$ cat src/rtl/split_word_pkg.sv
package split_word_pkg;
  // strobes from control to datapath, one per clock
  typedef struct packed {
    logic loadTemp;   // high-byte write fills temp
    logic snapTemp;   // low-byte read freezes high half
    logic commitWord; // low-byte write accepted
    logic capStore;   // hardware capture
  } regStrobe_t;
endpackage

$ cat src/rtl/split_word_ctrl.sv
module split_word_ctrl
  import split_word_pkg::*;
#(
  parameter int MODE_W = 4,
  parameter int NUM_TOP = 4,
  parameter logic [NUM_TOP*MODE_W-1:0] TOP_MODE_LIST = {4'd14, 4'd12, 4'd10, 4'd8}
) (
  input  logic              busRd,
  input  logic              busWr,
  input  logic              busAddr,
  input  logic [MODE_W-1:0] waveMode,
  input  logic              capLoad,
  output logic              topHit,
  output regStrobe_t        strobe
);
  logic [NUM_TOP-1:0] hitVec;

  for (genvar i = 0; i < NUM_TOP; i++) begin : g_modeCmp
    assign hitVec[i] = (waveMode == TOP_MODE_LIST[i*MODE_W +: MODE_W]);
  end

  assign topHit = |hitVec;

  always_comb begin
    strobe.loadTemp   = busWr & busAddr;
    strobe.snapTemp   = busRd & ~busWr & ~busAddr;
    strobe.commitWord = busWr & ~busAddr & topHit & ~capLoad;
    strobe.capStore   = capLoad;
  end
endmodule

$ cat src/rtl/split_word_dp.sv
module split_word_dp
  import split_word_pkg::*;
#(
  parameter int BYTE_W = 8
) (
  input  logic                clk,
  input  logic                rstN,
  input  regStrobe_t          strobe,
  input  logic                busAddr,
  input  logic [BYTE_W-1:0]   busWdata,
  input  logic [2*BYTE_W-1:0] capValue,
  output logic [BYTE_W-1:0]   busRdata,
  output logic [BYTE_W-1:0]   tempQ,
  output logic [2*BYTE_W-1:0] wordQ
);
  localparam int WORD_W = 2 * BYTE_W;

  always_ff @(posedge clk or negedge rstN) begin
    if (!rstN) begin
      wordQ <= '0;
    end else if (strobe.capStore) begin
      wordQ <= capValue;
    end else if (strobe.commitWord) begin
      wordQ <= {tempQ, busWdata};
    end
  end

  always_ff @(posedge clk or negedge rstN) begin
    if (!rstN) begin
      tempQ <= '0;
    end else if (strobe.loadTemp) begin
      tempQ <= busWdata;
    end else if (strobe.snapTemp) begin
      tempQ <= wordQ[WORD_W-1:BYTE_W];
    end
  end

  assign busRdata = busAddr ? tempQ : wordQ[BYTE_W-1:0];
endmodule

$ cat src/rtl/split_word_reg.sv
module split_word_reg
  import split_word_pkg::*;
#(
  parameter int BYTE_W = 8,
  parameter int MODE_W = 4,
  parameter int NUM_TOP = 4,
  parameter logic [NUM_TOP*MODE_W-1:0] TOP_MODE_LIST = {4'd14, 4'd12, 4'd10, 4'd8}
) (
  input  logic                clk,
  input  logic                rstN,
  input  logic                busRd,
  input  logic                busWr,
  input  logic                busAddr,
  input  logic [BYTE_W-1:0]   busWdata,
  output logic [BYTE_W-1:0]   busRdata,
  input  logic [MODE_W-1:0]   waveMode,
  input  logic                capLoad,
  input  logic [2*BYTE_W-1:0] capValue,
  output logic [2*BYTE_W-1:0] regValue
);
  regStrobe_t        strobe;
  logic              topHit;
  logic [BYTE_W-1:0] tempQ;

  split_word_ctrl #(
    .MODE_W(MODE_W), .NUM_TOP(NUM_TOP), .TOP_MODE_LIST(TOP_MODE_LIST)
  ) u_ctrl (
    .busRd(busRd), .busWr(busWr), .busAddr(busAddr), .waveMode(waveMode),
    .capLoad(capLoad), .topHit(topHit), .strobe(strobe)
  );

  split_word_dp #(.BYTE_W(BYTE_W)) u_dp (
    .clk(clk), .rstN(rstN), .strobe(strobe), .busAddr(busAddr),
    .busWdata(busWdata), .capValue(capValue), .busRdata(busRdata),
    .tempQ(tempQ), .wordQ(regValue)
  );
endmodule

$ cat config.mk
export PLATFORM = sky130hd
export DESIGN_NAME = split_word_reg
export DESIGN_NICKNAME = d
export VERILOG_FILES = /design/src/rtl/split_word_pkg.sv /design/src/rtl/split_word_ctrl.sv /design/src/rtl/split_word_dp.sv /design/src/rtl/split_word_reg.sv
export SDC_FILE = /design/constraint.sdc
export NUM_CORES = 1
export LEC_CHECK = 0
export BUFFER_PORTS_ARGS = -buffer_cell sky130_fd_sc_hd__buf_2
export CAP_MARGIN = 20
export CORE_MARGIN = 3
export CORE_UTILIZATION = 50
export DETAILED_ROUTE_END_ITERATION = 8
export PLACE_DENSITY = 0.83
export RECOVER_POWER = 100
export SETUP_SLACK_MARGIN = 0.15
export SYNTH_ARGS = -nofsm -noshare
export SYNTH_HDL_FRONTEND = slang
export SYNTH_SLANG_ARGS = --single-unit
export TNS_END_PERCENT = 20
$ cat constraint.sdc
create_clock -name clk -period 2.6 [get_ports clk]
set_input_delay 0.13 -clock clk [delete_from_list [all_inputs] [get_ports clk]]
set_output_delay 0.13 -clock clk [all_outputs]
set_load 0.02 [all_outputs]
# [Yosys cells after proc, flatten, opt, wreduce, memory -nomap -nowiden]
# Cells that the tools add are included.
[word_totals] output_inout_bits=24 input_bits=34 register_bits=24 wordCells=23
[op_classes] n_reduce_logical=3 n_bitwise=9 muxes=5 eq_ne=4
[ops] op="2-to-1 mux 16 bit" n=2
[ops] op="2-to-1 mux 8 bit" n=3
[ops] op="equality test 4 bit, second input constant" n=4
[ops] op="bitwise AND 1 bit" n=6
[ops] op="nonzero test 2 bit" n=2
[ops] op="OR reduction 4 bit" n=1
[ops] op="inverter 1 bit" n=3

# [Logic depth before layout (Yosys ltp)]
# Gate-level depths: netlist of the first run.
[depth] depth_word=6 ltp_mapped=6 mapped_depth_nobuf=3

# [Hierarchy]
# Synthesis of the first run repeated with hierarchy kept, for this count alone.
[hier_totals] hier_cells=118 hier_area_um2=1247.4
[by_module_without_submodules] mod="split_word_dp" instances=1 cells_per_inst=112 area_each_um2=1202.4
[by_module_without_submodules] mod="split_word_ctrl" instances=1 cells_per_inst=6 area_each_um2=45.0

# [Worst setup path after synthesis of the first run]
# No wires, ideal clock.
[synth_path] path_kind="input to register" startpoint="input busWr" endpoint="register u_dp.wordQ[10]" arrival_time_ns=1.014 setup_slack_ns=1.460 path_buffers=3 cell_stages=6 required_time_ns=2.474 cell_sequence="buf_6 -> nand4bb_4 -> nor2b_4 -> buf_6 -> buf_6 -> a221o_1"
[synth_via] elab_chain_cells=4
[synth_lines] item="start, declared" line_no="split_word_reg.sv:12" source="input logic busWr,"
[synth_lines] item="bitwise AND 1 bit (3 in series)" line_no="split_word_ctrl.sv:27" source="strobe.commitWord = busWr & ~busAddr & topHit & ~capLoad;"
[synth_lines] item="nonzero test 2 bit (no source line)"
[synth_lines] item="end signal, assigned" line_no="split_word_dp.sv:22" source="wordQ <= capValue;"
[synth_lines] item="end signal, assigned" line_no="split_word_dp.sv:24" source="wordQ <= {tempQ, busWdata};"
[synth_lines] item="end, declared" line_no="split_word_dp.sv:14" source="output logic [2*BYTE_W-1:0] wordQ"
# Every way passes these cells.
# A chain may end at the register's enable or synchronous reset.

# [Worst setup path in the final report of the first run]
[layout_path] startpoint="input busAddr" endpoint="register u_dp.wordQ[7]"
[layout_via] elab_chain_cells=5
[layout_lines] item="start, declared" line_no="split_word_reg.sv:13" source="input logic busAddr,"
[layout_lines] item="inverter 1 bit" line_no="split_word_ctrl.sv:27"
[layout_lines] item="bitwise AND 1 bit (3 in series)" line_no="split_word_ctrl.sv:27"
[layout_lines] item="nonzero test 2 bit (no source line)"
# Every way passes these cells.

==> out/qor.yml, run 1 <==
run_status:
  status: "finished clean"
drt:
  wire_per_inst_um: 16.5
  maxUsedRoutingLayer: "met4"
  viasPerCell: 5.65
  drc: 0
  final_antenna_net_count: 0
  wl_met1_um: 1270
  dr.pass1.iters: 4
  wl_met3_um: 178
  vias: 1046
  drt_iter0_drc: 37
  finalWirelength_um: 3050
  wl_met2_um: 1590
die:
  die_w_um: 57.0
  rows: 17
  io_pins: 58
  die_height_um: 57.0
  start_util: 0.556
  coreArea_sq_um: 2340
  dieArea_sq_um: 3250
timing:
  tightest_slew_ns: 1.27
  setup_viol: 0
  maxSlewHeadroom: 0.153
  clock.fmax_mhz: 587
  setup_slack_ns: 0.895
  fin_crit_sh: 0.656
  slew_violations: 0
  setup_tns_ns: 0
  layout_min_cycle_time_ns: 1.70
  hold_violations: 0
  grt_setup_unrepaired: "no"
  skew_ns: 0.00758
grt:
  antenna_found_initial: 0
  grt_pass1_wl_um: 4950
  grt_pass1_vias: 1056
  grtUsageTotal: 0.191
  grt_max_degree: 25
  gr-total-overflow: 0
power_and_ir_drop:
  p_int_w: 0.000613
  finalPower_w: 0.000907
  clkPwrFrac: 0.215
  power_switching_w: 0.000295
  p_seq_frac: 0.511
  swShare: 0.325
  leakagePower_nw: 0.717
  p_per_area_nw_per_um2: 582
  max-vdd-ir-drop_v: 0.000394
  combinationalPowerShare: 0.274
finish:
  final_nets: 192
  fill_cells: 206
  areaGrowthSynthToFinish_pct: 19.8
  fin_cells: 185
  n_antenna_cell: 0
  multi_input_area_sq_um: 623
  layout-drive-gt1-share: 0.293
  area.sequential_sq_um: 601
  fin_util: 0.666
logic_synthesis:
  syn-num-nets: 137
  ys_types: 15
  ys_ff_latch: 24
  synth_area_sq_um: 1300
  ys_warn_count: 0
  syn_inst: 103
  avgSynthCellArea_sq_um: 12.6
  ys_seq_area_frac: 0.462
clocking:
  cts_tree: "done"
  cts_max_path_buffers: 2
  clk_latency_ns: 0.31
  cts_max_level: 1
  cts_made_buffers: 3
  clkSinkCount: 24
  path_clk_slew_ns: 0.13
  cts-root-buf: "clkbuf_4"
  postCtsSetupBuffers: 0
flow_run:
  maxCapViolations: 0
place:
  port_buffers: 55
  place_inst: 179
  hpwl_um: 2110
  gp_congestion: 0.722
  post-place-ws_ns: 0.721
worst_setup_path:
  worst-endpoint-required_ns: 2.85
  critPathArrivalTime_ns: 1.95
  critPathLaunchType: "input pin"
  crit_path_end_kind: "flip-flop"
  cp_max_fo: 20
  path_class: "in -> reg"
min_path:
  hold_class: "in -> reg"
sequential cells by signal, summed over array words and instances, names as in the netlist:
| signal | count |
|---|---|
| u_dp.tempQ | 8 |
| u_dp.wordQ | 16 |
synth_stat cells:
master	number	share of area
nor2_1	1	0.0029
buf_4	1	0.0058
buf_6	3	0.026
nand4bb_4	1	0.021
nor2b_4	1	0.011
buf_2	2	0.0077
and2_1	16	0.077
clkbuf_1	2	0.0058
nor2b_1	1	0.0048
mux2i_1	18	0.14
o21ai_0	3	0.012
nand2_1	3	0.0087
mux2_2	11	0.095
dfrtp_1	24	0.46
a221o_1	16	0.12
layout make-up:
cell class | count | area share
clock buffers | 4 | 0.0233
multi-input cells | 71 | 0.400
flip-flops and latches | 24 | 0.385
well taps | 28 | 0.0225
repair buffers | 58 | 0.169
cell usage in the layout, fill, tap and decap left out:
| master | count |
|---|---|
| and2_1 | 16 |
| clkbuf_1 | 27 |
| dlygate4sd3_1 | 1 |
| buf_4 | 1 |
| mux2i_1 | 18 |
| nand4bb_2 | 1 |
| dfrtp_1 | 24 |
| nor2b_1 | 2 |
| nor2_1 | 1 |
| clkbuf_4 | 3 |
| buf_2 | 29 |
| clkbuf_8 | 1 |
| nand2_1 | 3 |
| mux2_2 | 11 |
| a221o_1 | 16 |
| o21ai_0 | 3 |
routing by layer:
layer	GRT usage	vias up
met2	0.333	33
met4	0.0695	0
met1	0.231	512
met3	0.0407	2
met5	0	-
li1	-	499
per-stage QoR:
step                area, sq um  hold slack, ns
floorplan                  1300          -0.166
global placement           1560           0.135
detailed placement         1560           0.137
CTS                        1610          0.0474
global route               1560          0.0543
finish                     1560          0.0534
cells by family (layout without fill, tap and decap cells):
kind of cell	Yosys count	in the layout	share of synthesized area
and+or+nand+nor	23	23	0.125
AOI/OAI and AO/OA	19	19	0.135
muxes	29	29	0.234
buffers and inverters	8	62	0.0452
DFF	24	24	0.462
path summary, 6_finish.rpt:
kind	startpoint	endpoint	slack (ns)	cells after the start
setup / recovery	busAddr	u_dp.wordQ[7]	0.90	4
hold / removal	busWdata[6]	u_dp.wordQ[6]	0.05	2
setup reg to reg	u_dp.tempQ[7]	u_dp.tempQ[7]	1.59	3
hold reg to reg	u_dp.wordQ[3]	u_dp.wordQ[3]	0.55	1
max in group asynchronous	rstN	u_dp.wordQ[1]	1.26	2
min in group asynchronous	rstN	u_dp.wordQ[9]	0.60	2
power groups by stage:
stage	Sequential (W)	Combinational, W	Clock (W)
6_report	0.000464	0.000249	0.000195
5_1_grt	0.000470	0.000269	0.000217
4_1_cts	0.000462	0.000267	0.000200
3_5_place_dp	0.000469	0.000265	0
3_3_place_gp	0.000465	0.000259	0
2_1_floorplan	0.000490	0.000147	0
critical path, cell delays in order:
cell       delay, ns
buf_2           0.36
nand4bb_2       0.21
nor2b_1         0.95
a221o_1         0.29
timing repair:
item | in CTS | in global routing
gates resized for setup | 0 | 0
hold endpoints to repair | 24 | 0
hold buffers | 1 | 0
Note: power is estimated with default switching activity, not from simulation.
==> run 2: changes to the inputs <==
- CORE_UTILIZATION: 50 -> 46
- PLACE_DENSITY: 0.83 -> 0.77
- clock period: 2.6 -> 1.7 ns (I/O delays scaled with it)
==> run 2 against run 1 <==
Net effect:
- routed wire length hardly changed
- clock power is 120% higher
- design area is 6.1% higher
- clock-buffer cell count is 1 lower
- largest cell class unchanged
- first-iteration DRC count is 11% lower
- flip-flop and latch count stayed put
- cell count is 4.9% higher
- sequential share of layout area is 2.2 points lower
- combinational power is 58% higher
- power is 68% higher
- critical path depth is 2 lower
- critical endpoint is now busRdata[2]
- core utilization is 2.8 points lower
- highest routed layer unchanged
==> out/qor.yml, run 2 (synthesis gave the netlist of run 1 again) <==
grt:
  antenna_found_initial: 0  # unchanged
  grtUsageTotal: 0.188  # was 0.191
  grt_pass1_wl_um: 5070  # was 4950 um
  grt_pass1_vias: 1109  # was 1,056
  grt_max_degree: 25  # unchanged
  gr-total-overflow: 0  # unchanged
place:
  port_buffers: 55  # unchanged
  hpwl_um: 2100  # was 2110 um
  place_inst: 184  # was 179
  place_area_sq_um: 1590  # was 1560 sq um
  gp_congestion: 0.738  # was 0.722
timing:
  setup_viol: 0  # unchanged
  tightest_slew_ns: 0.747  # was 1.27 ns
  slew_violations: 0  # unchanged
  skew_ns: 0.0167  # was 0.00758 ns
  setup_tns_ns: 0  # unchanged
  clock.fmax_mhz: 770
  fin_crit_sh: 0.764
  hold_violations: 0  # unchanged
  grt_setup_unrepaired: "no"  # unchanged
  maxSlewHeadroom: 0.500  # was 0.153
  holdWs_ns: 0.0255  # was 0.0534 ns
  layout_min_cycle_time_ns: 1.30
finish:
  fin_util: 0.639  # was 0.666
  n_antenna_cell: 0  # unchanged
  layout_common_cells: "buf_2, clkbuf_1, dfrtp_1"  # unchanged
  final_common_cell: "buf_2"  # unchanged
  layout-drive-gt1-share: 0.299  # was 0.293
  stdcell_area_sq_um: 1650  # was 1560 sq um
  fin_cells: 194  # was 185
  largest_reg_flops: 16  # unchanged
  reg_top3: "u_dp.wordQ x16, u_dp.tempQ x8"  # unchanged
  final_nets: 199  # was 192
  regMostFlops: "u_dp.wordQ"  # unchanged
  areaGrowthSynthToFinish_pct: 27.1  # was 19.8%
run_status:
  status: "finished clean"  # unchanged
worst_setup_path:
  cp_top_family: "flip-flops"  # was simple AND/OR/NAND/NOR gates
  critPathArrivalTime_ns: 1.21  # was 1.95 ns
  worst-endpoint-required_ns: 1.62  # was 2.85 ns
  crit_path_end_kind: "output port"  # was flip-flop
  slowest_stage: "dfrtp_1"  # was nor2b_1
  critPathBufInv: 1  # unchanged
  worstReg2RegEnd: "u_dp.tempQ[3]"  # was u_dp.tempQ[7]
  reg2reg_slack_ns: 0.77  # was 1.59 ns
  path_class: "reg -> out"  # was in -> reg
  rr_worst_depth: 3  # unchanged
  critPathLaunchType: "flip-flop"  # was input pin
  cpPeakStageDelay_ns: 0.44  # was 0.95 ns
  r2r-start: "u_dp.tempQ[3]"  # was u_dp.tempQ[7]
  cp_max_fo: 4  # was 20
  crit_chain: "mux2_2 -> clkbuf_1"  # was buf_2 -> nand4bb_2 -> nor2b_1 -> a221o_1
drt:
  drt_iter0_drc: 33  # was 37
  wire_per_inst_um: 15.7  # was 16.5 um
  viasPerCell: 5.54  # was 5.65
  vias: 1075  # was 1,046
  drc: 0  # unchanged
  dr.pass1.iters: 4  # unchanged
  final_antenna_net_count: 0  # unchanged
  finalWirelength_um: 3040  # was 3050 um
clocking:
  postCtsSetupBuffers: 0  # unchanged
  postCtsHoldBufs: 5  # was 1
  cts-root-buf: "clkbuf_4"  # unchanged
  cts_max_path_buffers: 2  # unchanged
  cts_tree: "done"  # unchanged
  clkSinkCount: 24  # unchanged
  cts_made_buffers: 3  # unchanged
  clk_latency_ns: 0.33  # was 0.31 ns
  cts_resized: 0  # unchanged
  path_clk_slew_ns: 0.15  # was 0.13 ns
  cts_max_level: 1  # unchanged
power_and_ir_drop:
  max-vdd-ir-drop_v: 0.000915  # was 0.000394 V
  leakagePower_nw: 0.758  # was 0.717 nW
  p_per_area_nw_per_um2: 920  # was 582 nW/um^2
min_path:
  hold_class: "in -> reg"  # unchanged
  holdPathStages: 2  # unchanged
  hold_end: "u_dp.wordQ[6]"  # unchanged
  hp-start: "busWdata[6]"  # unchanged
flow_run:
  maxCapViolations: 0  # unchanged
die:
  dieArea_sq_um: 3500  # was 3250 sq um
  rows: 18  # was 17
  die_w_um: 59.2  # was 57.0 um
  die_height_um: 59.2  # was 57.0 um
  io_pins: 58  # unchanged
  start_util: 0.502  # was 0.556
  coreArea_sq_um: 2590  # was 2340 sq um
## run 2: cell count changes in the layout (fill, tap and decap cells not counted), sizes merged
cell         delta
clkbuf          -1
bufinv          +1
buf             +2
dlygate4sd3     +5
## run 2: final cells by class
class | instances | area, sq um
timing repair buffer | 65 | 327
multi-input combinational | 71 | 637
tap | 30 | 37.5
clock inverter | 1 | 30.0
clock buffer | 3 | 22.5
sequential | 24 | 601
fill | 225 | 936
## run 2: routing by layer
metal,track usage,routed length [um],vias up,share of wire
met3,0.0436,195,3,0.064
li1,-,-,512,-
met1,0.250,1370,520,0.45
met4,0.0356,10,0,0.0033
met5,0,0,-,0
met2,0.312,1470,40,0.48
## run 2: worst max-delay path by stage
stage	start	to	slack, ns	cells after the start
5_1_grt	u_dp.tempQ[1]	busRdata[1]	0.33	2
4_1_cts	u_dp.tempQ[2]	busRdata[2]	0.41	2
2_1_floorplan	busWr	u_dp.wordQ[10]	0.60	6
6_report	u_dp.tempQ[2]	busRdata[2]	0.40	2
3_5_place_dp	capLoad	u_dp.wordQ[2]	0.49	4
3_3_place_gp	capLoad	u_dp.wordQ[6]	0.50	4
## run 2: per-stage QoR
step	setup slack (ns)	power, W
after floorplan	0.605	0.000974
after global placement	0.504	0.00111
after detailed placement	0.488	0.00112
after CTS	0.408	0.00155
after global routing	0.330	0.00160
final	0.402	0.00152
## run 2: report_power, final
part	switching [W]	internal, W
sequential	0.0000646	0.000642
combinational	0.000218	0.000176
clock	0.000183	0.000239
==> run 3: changes to the inputs <==
- ABC_AREA: unset -> 1
- CORE_UTILIZATION: 46 -> 42
- PLACE_DENSITY: 0.77 -> 0.74
- clock period: 1.7 -> 1.1 ns (I/O delays scaled with it)
==> run 3 against run 2 <==
Net effect:
- sequential power up 56%
- cell count up 55%
- non-clock buffer count up 2
- via count up 35%
- synthesized area up 3.6%
- design area up 8.1%
- flip-flop and latch count unchanged
- synthesized cell count up 90%
- register-to-register slack worse by 0.55 ns
- first-iteration DRC count up 79%
- global-route usage about the same
- critical path depth up 1
- largest cell class unchanged
- highest routed layer unchanged
==> out/qor.yml, run 3 <==
run_status:
  status: "finished clean"  # unchanged
die:
  die_height_um: 62.6  # was 59.2 um
  start_util: 0.465  # was 0.502
  io_pins: 58  # unchanged
  die_w_um: 62.6  # was 59.2 um
  rows: 19  # was 18
  coreArea_sq_um: 2900  # was 2590 sq um
  dieArea_sq_um: 3920  # was 3500 sq um
clocking:
  clkSinkCount: 24  # unchanged
  cts_max_path_buffers: 2  # unchanged
  cts_tree: "done"  # unchanged
  clk_latency_ns: 0.31  # was 0.33 ns
  path_clk_slew_ns: 0.12  # was 0.15 ns
  cts_max_level: 1  # unchanged
  cts_made_buffers: 3  # unchanged
  cts-root-buf: "clkbuf_4"  # unchanged
place:
  gp_congestion: 0.825  # was 0.738
  hpwl_um: 2670  # was 2100 um
  port_buffers: 55  # unchanged
  place_inst: 291  # was 184
  place_area_sq_um: 1680  # was 1590 sq um
  post-place-ws_ns: 0.162  # was 0.488 ns
finish:
  fin_util: 0.616  # was 0.639
  stdcell_area_sq_um: 1790  # was 1650 sq um
  reg_top3: "u_dp.wordQ x16, u_dp.tempQ x8"  # unchanged
  layout_common_cells: "nand2_1, buf_2, o21ai_0, nand3_1, dfrtp_1"  # was buf_2, clkbuf_1, dfrtp_1
  areaGrowthSynthToFinish_pct: 32.7  # was 27.1%
  regMostFlops: "u_dp.wordQ"  # unchanged
  layout-drive-gt1-share: 0.314  # was 0.299
  final_common_cell: "nand2_1"  # was buf_2
  largest_reg_flops: 16  # unchanged
  fin_cells: 300  # was 194
  n_antenna_cell: 0  # unchanged
  final_nets: 293  # was 199
logic_synthesis:
  synth_flop_cell: "dfrtp_1"  # unchanged
  syn_inst: 196  # was 103
  synth_area_sq_um: 1350  # was 1300 sq um
  synth.cells.most_frequent: "nand2_1, o21ai_0, dfrtp_1, nand3_1, inv_1"  # was dfrtp_1, mux2i_1, a221o_1, and2_1, mux2_2
  ys_ff_latch: 24  # unchanged
  ys_types: 13  # was 15
  yosysTopAreaCell: "dfrtp_1"  # unchanged
  ys_warn_count: 0  # unchanged
  syn-num-nets: 230  # was 137
  avgSynthCellArea_sq_um: 6.88  # was 12.6 sq um
  synth.area.top_cells: "dfrtp_1, nand2_1, o21ai_0, nand3_1, inv_1"  # was dfrtp_1, mux2i_1, a221o_1, mux2_2, and2_1
  async_flop_share: 1.00  # unchanged
  synth-edff-count: 0  # unchanged
  yosysMostFrequentCell: "nand2_1"  # was dfrtp_1
  synth_top_area_share: 0.446  # was 0.462
  ys_seq_area_frac: 0.446  # was 0.462
timing:
  setup_slack_ns: 0.0283  # was 0.402 ns
  tightest_slew_ns: 0.595  # was 0.747 ns
  layout_min_cycle_time_ns: 1.07
  setup_viol: 0  # unchanged
  maxSlewHeadroom: 0.603  # was 0.500
  slew_violations: 0  # unchanged
  hold_violations: 0  # unchanged
  clock.fmax_mhz: 933
  fin_crit_sh: 0.974
  grt_setup_unrepaired: "yes"  # was no
  skew_ns: 0.00434  # was 0.0167 ns
drt:
  maxUsedRoutingLayer: "met4"  # unchanged
  wl_met2_um: 1830  # was 1470 um
  drc: 0  # unchanged
  wl_met1_um: 1620  # was 1370 um
  final_antenna_net_count: 0  # unchanged
  viasPerCell: 4.84  # was 5.54
  finalWirelength_um: 3670  # was 3040 um
  vias: 1452  # was 1,075
  wire_per_inst_um: 12.2  # was 15.7 um
  drt_iter0_drc: 59  # was 33
  dr.pass1.iters: 4  # unchanged
  wl_met3_um: 211  # was 195 um
worst_setup_path:
  critPathLaunchType: "flip-flop"  # unchanged
  crit_chain: "inv_1 -> o21ai_1 -> buf_4"  # was mux2_2 -> clkbuf_1
  cp_max_fo: 2  # was 4
  path_class: "reg -> out"  # unchanged
  worst-endpoint-required_ns: 1.04  # was 1.62 ns
  r2r-start: "u_dp.tempQ[1]"  # was u_dp.tempQ[3]
  rr_worst_depth: 5  # was 3
  worstReg2RegEnd: "u_dp.wordQ[9]"  # was u_dp.tempQ[3]
  crit_path_end_kind: "output port"  # unchanged
  reg2reg_slack_ns: 0.22  # was 0.77 ns
  critPathArrivalTime_ns: 1.02  # was 1.21 ns
  slowest_stage: "dfrtp_1"  # unchanged
  cpPeakStageDelay_ns: 0.40  # was 0.44 ns
grt:
  gr-total-overflow: 0  # unchanged
  grt_pass1_vias: 1308  # was 1,109
  antenna_found_initial: 0  # unchanged
  grt_pass1_wl_um: 5930  # was 5070 um
  grt_max_degree: 25  # unchanged
  grtUsageTotal: 0.187  # was 0.188
min_path:
  hold_end: "u_dp.wordQ[6]"  # unchanged
  holdPathStages: 5  # was 2
  hp-start: "capValue[6]"  # was busWdata[6]
  hold_class: "in -> reg"  # unchanged
flow_run:
  maxCapViolations: 0  # unchanged
power_and_ir_drop:
  leakagePower_nw: 1.03  # was 0.758 nW
  finalPower_w: 0.00236  # was 0.00152 W
  max-vdd-ir-drop_v: 0.000960  # was 0.000915 V
  p_per_area_nw_per_um2: 1320  # was 920 nW/um^2
## run 3: cell count changes in the layout (fill, tap and decap cells not counted), sizes merged, moves of 17 or more
cell,before,now
nand3,0,25
inv,0,20
buf,32,49
o21ai,3,32
mux2i,18,0
nand2,3,84
## run 3: power breakdown
group          switching [W]  internal [W]  leakage, nW
combinational       0.000486      0.000320        0.702
clock               0.000249      0.000202       0.0210
sequential         0.0000918       0.00101        0.303
## run 3: worst max path at each step
stage	slack [ns]	start	to	cells after the start
floorplan	0.19	u_dp.tempQ[6]	busRdata[6]	2
global placement	0.19	waveMode[0]	u_dp.wordQ[5]	6
detailed placement	0.16	busWr	u_dp.wordQ[15]	7
CTS	0.02	u_dp.tempQ[5]	busRdata[5]	3
global route	-0.05	u_dp.tempQ[7]	busRdata[7]	3
finish	0.03	u_dp.tempQ[4]	busRdata[4]	3
## run 3: cells by family after synthesis
kind of cell           Yosys count  synth area share
DFF                             24             0.446
AOI/OAI and AO/OA               32             0.119
buffers and inverters           29            0.0919
and+or+nand+nor                111             0.344
## run 3: layer usage
| metal | vias up | track usage |
|---|---|---|
| li1 | 747 | - |
| met3 | 2 | 0.0396 |
| met5 | - | 0 |
| met4 | 0 | 0.0331 |
| met2 | 41 | 0.304 |
| met1 | 662 | 0.261 |
## run 3: critical path: cells and delay by family (launching register included)
family | cells | cell delay (ns)
flip-flops | 1 | 0.40
AO/OA/AOI/OAI | 1 | 0.06
buffers and inverters | 2 | 0.25
## run 3: per-stage QoR
stage / hold WS [ns] / TNS (ns)
final: 0.0408 / 0
after floorplan: -0.241 / 0
after global routing: 0.0308 / -0.308
after global placement: 0.0569 / 0
after CTS: 0.0311 / 0
after detailed placement: 0.0629 / 0
## run 3: cell type report
class                      count  area (sq um)
timing repair buffer          67           389
tap                           42          52.6
sequential                    24           601
clock buffer                   4          36.3
fill                         301          1110
inverter                      20          75.1
multi-input combinational    143           634
## run 3: timing repair
action                     CTS  global route
setup endpoints to repair   22            24
hold buffers                 1             0
resized for setup           18            29
pin swaps                    2             1
hold endpoints to repair    24             0
setup buffers                4             0
